`config.mk`:
```
export PLATFORM = sky130hd
export DESIGN_NAME = down_timer64
export DESIGN_NICKNAME = d
export VERILOG_FILES = /design/src/rtl/down_timer64.sv
export SDC_FILE = /design/constraint.sdc
export NUM_CORES = 1
export LEC_CHECK = 0
export ABC_CLOCK_PERIOD_IN_PS = 3000
export CAP_MARGIN = 10
export CELL_PAD_IN_SITES_DETAIL_PLACEMENT = 1
export CELL_PAD_IN_SITES_GLOBAL_PLACEMENT = 2
export CORE_ASPECT_RATIO = 0.9
export CORE_MARGIN = 8
export CORE_UTILIZATION = 35
export DETAILED_ROUTE_END_ITERATION = 12
export PLACE_DENSITY = 0.77
export SYNTH_ARGS = -nofsm -noshare
export SYNTH_HDL_FRONTEND = slang
export SYNTH_SLANG_ARGS = --single-unit
export TNS_END_PERCENT = 10
```
`constraint.sdc`:
```
create_clock -name clk -period 3 [get_ports clk]
set_input_delay 0.6 -clock clk [delete_from_list [all_inputs] [get_ports clk]]
set_output_delay 0.6 -clock clk [all_outputs]
set_load 0.01 [all_outputs]
```
`src/rtl/down_timer64.sv`:
```
module down_timer64 #(
  parameter int ADDR_W = 5,
  parameter int unsigned CTRL_OFS = 'h10
) (
  input  logic              clk,
  input  logic              rst_n,
  input  logic              tick,
  input  logic [ADDR_W-1:0] bus_addr,
  input  logic [31:0]       bus_wdata,
  input  logic              bus_we,
  output logic [31:0]       bus_rdata,
  output logic              irq
);
  localparam int HALF = 32;
  localparam int CNT_W = 2 * HALF;
  localparam logic [ADDR_W-1:0] A_LD_LO = ADDR_W'('h00);
  localparam logic [ADDR_W-1:0] A_LD_HI = ADDR_W'('h04);
  localparam logic [ADDR_W-1:0] A_CN_LO = ADDR_W'('h08);
  localparam logic [ADDR_W-1:0] A_CN_HI = ADDR_W'('h0C);
  localparam logic [ADDR_W-1:0] A_STAT  = ADDR_W'('h18);
  localparam logic [ADDR_W-1:0] A_CTRL  = CTRL_OFS[ADDR_W-1:0];

  logic [HALF-1:0]  ld_lo_q, ld_hi_q;
  logic [CNT_W-1:0] count_q;
  logic [2:0]       ctrl_q;
  logic             status_q, done_q;

  wire wr_lo   = bus_we && (bus_addr == A_LD_LO);
  wire wr_hi   = bus_we && (bus_addr == A_LD_HI);
  wire wr_ctrl = bus_we && (bus_addr == A_CTRL);
  wire wr_stat = bus_we && (bus_addr == A_STAT);

  wire              en      = ctrl_q[0];
  wire              oneshot = ctrl_q[1];
  wire [CNT_W-1:0]  load_val = {ld_hi_q, ld_lo_q};
  wire              start   = wr_ctrl && bus_wdata[0] && !en;
  wire              expire  = en && tick && (count_q == '0) && !done_q;

  always_ff @(posedge clk) begin
    if (!rst_n) begin
      ld_lo_q <= '0;
      ld_hi_q <= '0;
      ctrl_q  <= '0;
    end else begin
      if (wr_lo)   ld_lo_q <= bus_wdata;
      if (wr_hi)   ld_hi_q <= bus_wdata;
      if (wr_ctrl) ctrl_q  <= bus_wdata[2:0];
    end
  end

  always_ff @(posedge clk) begin
    if (!rst_n) begin
      count_q <= '0;
      done_q  <= 1'b0;
    end else if (start) begin
      count_q <= load_val;
      done_q  <= 1'b0;
    end else if (en && tick) begin
      if (count_q != '0)
        count_q <= count_q - 1'b1;
      else if (expire && !oneshot)
        count_q <= load_val;
      if (expire && oneshot)
        done_q <= 1'b1;
    end
  end

  always_ff @(posedge clk) begin
    if (!rst_n)
      status_q <= 1'b0;
    else if (expire)
      status_q <= 1'b1;
    else if (wr_stat && bus_wdata[0])
      status_q <= 1'b0;
  end

  always_comb begin
    bus_rdata = '0;
    if (bus_addr == A_LD_LO)      bus_rdata = ld_lo_q;
    else if (bus_addr == A_LD_HI) bus_rdata = ld_hi_q;
    else if (bus_addr == A_CN_LO) bus_rdata = count_q[HALF-1:0];
    else if (bus_addr == A_CN_HI) bus_rdata = count_q[CNT_W-1:HALF];
    else if (bus_addr == A_STAT)  bus_rdata = {31'd0, status_q};
    else if (bus_addr == A_CTRL)  bus_rdata = {29'd0, ctrl_q};
  end

  assign irq = status_q & ctrl_q[2];
endmodule

```
==> flow_summary.ini <==
[synthesis]
synth_edf_count = 0
yosysUniqueCellTypes = 67
synthArstFlopShare_pct = 0
synthCells = 981
netlist_area_um2 = 8030
yosysSeqAreaShare_pct = 33.1
syn_avg_cell_area_um2 = 8.19
synth_nets = 1024
yosysWarningCount = 0
ys.flop_type = dfxtp_1
ys_ff_latch = 133

[sta]
fmax_mhz = 338
max-slew-margin-rel_pct = 23.7
hold_viol_final = 0
fin_crit_ps = 2960
worst_slew_pin_slew_ps = 1140
final.setup.tns_ps = 0
fin_crit_sh_pct = 98.7
clock_skew_ps = 10.4
setup_viol = 0
finalMaxSlewViolations = 0

[power]
p_leak_nw = 4.21
finalPower_mw = 5.68
max-vdd-ir-drop_v = 0.000371
p_per_area_nw_per_um2 = 542

[detailed_routing]
detail_route.wl_per_cell_um = 22.9
drt-total-wl_um = 32900
drt_iter0_drc = 639
ant_nets = 0
firstDrtPassIters = 5
dr_total_vias = 8569
drc = 0
avgViaCountPerCell = 5.97

[final_layout]
final_util_pct = 46.6
area_growth_pct = 30.5
fin_cells = 1436
antenna_cells = 0
final_area_um2 = 10500
final_layout_size_suffix_gt1_share_pct = 22.3
fin_nets = 1169

[placement]
hpwl_um = 23900
dpl.cell_count = 1403
placed_area_um2 = 9860
gp_congestion = 0.941
portBuffers = 73

[floorplan]
ios = 74
die_w_um = 176
core_um2 = 22500
die_h_um = 160
rows = 52
die-area_um2 = 28100
initial_core_util_pct = 35.7

[clock_network]
clk_pin_slew_worst_paths_ps = 60
cts_tree = built
cts_hold_buf = 0
clock_latency_ps = 430
cts_buffers = 17
clock_path_buffers = 2
cts_sinks = 133
cts.htree.levels = 4
root_buffer = clkbuf_16

[critical_path]
worstPathMaxFanout = 15
crit_required_ps = 2400
path_class = primary input to output port
startpoint_type = primary input
critPathArrivalTime_ps = 2360
worstSetupEndpointType = output port

[grt]
antenna_found_initial = 0
globalRouteTotalUtil_pct = 23.3
grt.overflow.total = 0
grt_pass1_wl_um = 52100
grt_max_degree = 37
grt_pass1_vias = 8888

[flow_run]
drv_cap = 0

[run_status]
outcome = finished clean

[worst_hold_path]
min_path_type = register to register
final timing paths:
path,cells after the start,start,end,slack [ps]
max,5,bus_addr[4],bus_rdata[4],40
min,2,ld_lo_q[3],ld_lo_q[3],470
max reg2reg,10,count_q[22],count_q[27],150
min reg2reg,2,ld_lo_q[3],ld_lo_q[3],470
Yosys cell counts, types with 12 or more instances:
library cell    n  area [um^2]
nor2b_1        29          181
buf_2          21          105
a32o_1         14          140
nand2_1       196          736
nor4_1         20          125
nor3_1         41          205
or3_1          17          106
mux4_2         29          653
mux2i_1        27          270
nand3_1        22          110
o22ai_1        31          194
dfxtp_1       133         2660
nor2_1         40          150
a21oi_1       117          586
inv_1          24         90.1
o21ai_0        12         60.1
clkbuf_1       50          188
final cells by class:
cell class	instances	area (um^2)
Multi-Input combinational cell	744	4980
Clock buffer	17	425
Timing Repair Buffer	206	1810
Sequential cell	133	2660
Tap cell	297	372
Fill cell	2741	12000
Clock inverter	15	155
Inverter	24	90.1
logic make-up (layout without fill, tap and decap cells):
kind of cell / Yosys count / count (layout) / share of synthesized area (%)
flops: 133 / 133 / 33.1
buf+inv: 105 / 262 / 5.58
fa+ha+maj: 2 / 2 / 0.311
mux: 64 / 64 / 12.6
simple gates: 431 / 431 / 28.0
compound gates: 246 / 247 / 20.3
report_power, final:
group	total, mW	internal [mW]	switching (mW)
sequential	1.80	1.78	0.0183
clock	2.13	1.23	0.901
combinational	1.76	0.767	0.989
per-stage QoR:
step                      hold slack (ps)  setup slack [ps]
after global placement                458              -251
after global routing                  493             -5.43
after floorplan                       441               104
after CTS                             474             -7.82
after detailed placement              466              -291
final                                 471              39.8
critical path, cell delays in order:
cell	delay, ps
clkdlybuf4s50_1	460
or3_4	450
buf_6	180
nor2b_1	120
clkdlybuf4s50_1	540
routing by layer:
layer / GRT usage, % / vias up / routed length (um)
li1: - / 3924 / -
met1: 32.2 / 4307 / 15500
met2: 36.0 / 301 / 14900
met3: 4.48 / 37 / 2010
met4: 6.74 / 0 / 473
met5: 0 / - / 0
sequential cells by signal, indices dropped and copies added, names as in the netlist:
name      cells
ld_lo_q      32
status_q      1
count_q      64
ld_hi_q      32
ctrl_q        3
done_q        1
timing repair:
item,4_1_cts,5_1_grt
setup buffers,0,0
endpoints found under the setup margin,33,32
gates resized for setup,28,13
cloned,0,1
pin swaps,1,1
placed cells by master (no fill, tap or decap), drive strengths merged, types with 5 or more instances in the layout:
master | netlist | final
nor4 | 29 | 29
dlygate4sd2 | 0 | 21
nand2 | 196 | 196
mux2 | 8 | 8
clkbuf | 51 | 17
buf | 30 | 136
dlymetal6s2s | 0 | 9
a32o | 14 | 14
o221a | 5 | 5
o21ai | 22 | 22
mux4 | 29 | 29
nor3 | 46 | 46
nand3b | 5 | 5
nor2b | 29 | 29
or4 | 12 | 12
mux2i | 27 | 27
a32oi | 12 | 12
dfxtp | 133 | 133
or2 | 6 | 6
nor2 | 40 | 40
clkdlybuf4s50 | 0 | 39
o22ai | 32 | 32
nand3 | 22 | 22
inv | 24 | 27
or3 | 17 | 17
nand2b | 5 | 5
a221oi | 8 | 8
clkinv | 0 | 7
a211oi | 5 | 5
a21oi | 118 | 119
nand4 | 9 | 9
o32a | 6 | 6
Note: power is estimated with default switching activity, not from simulation.
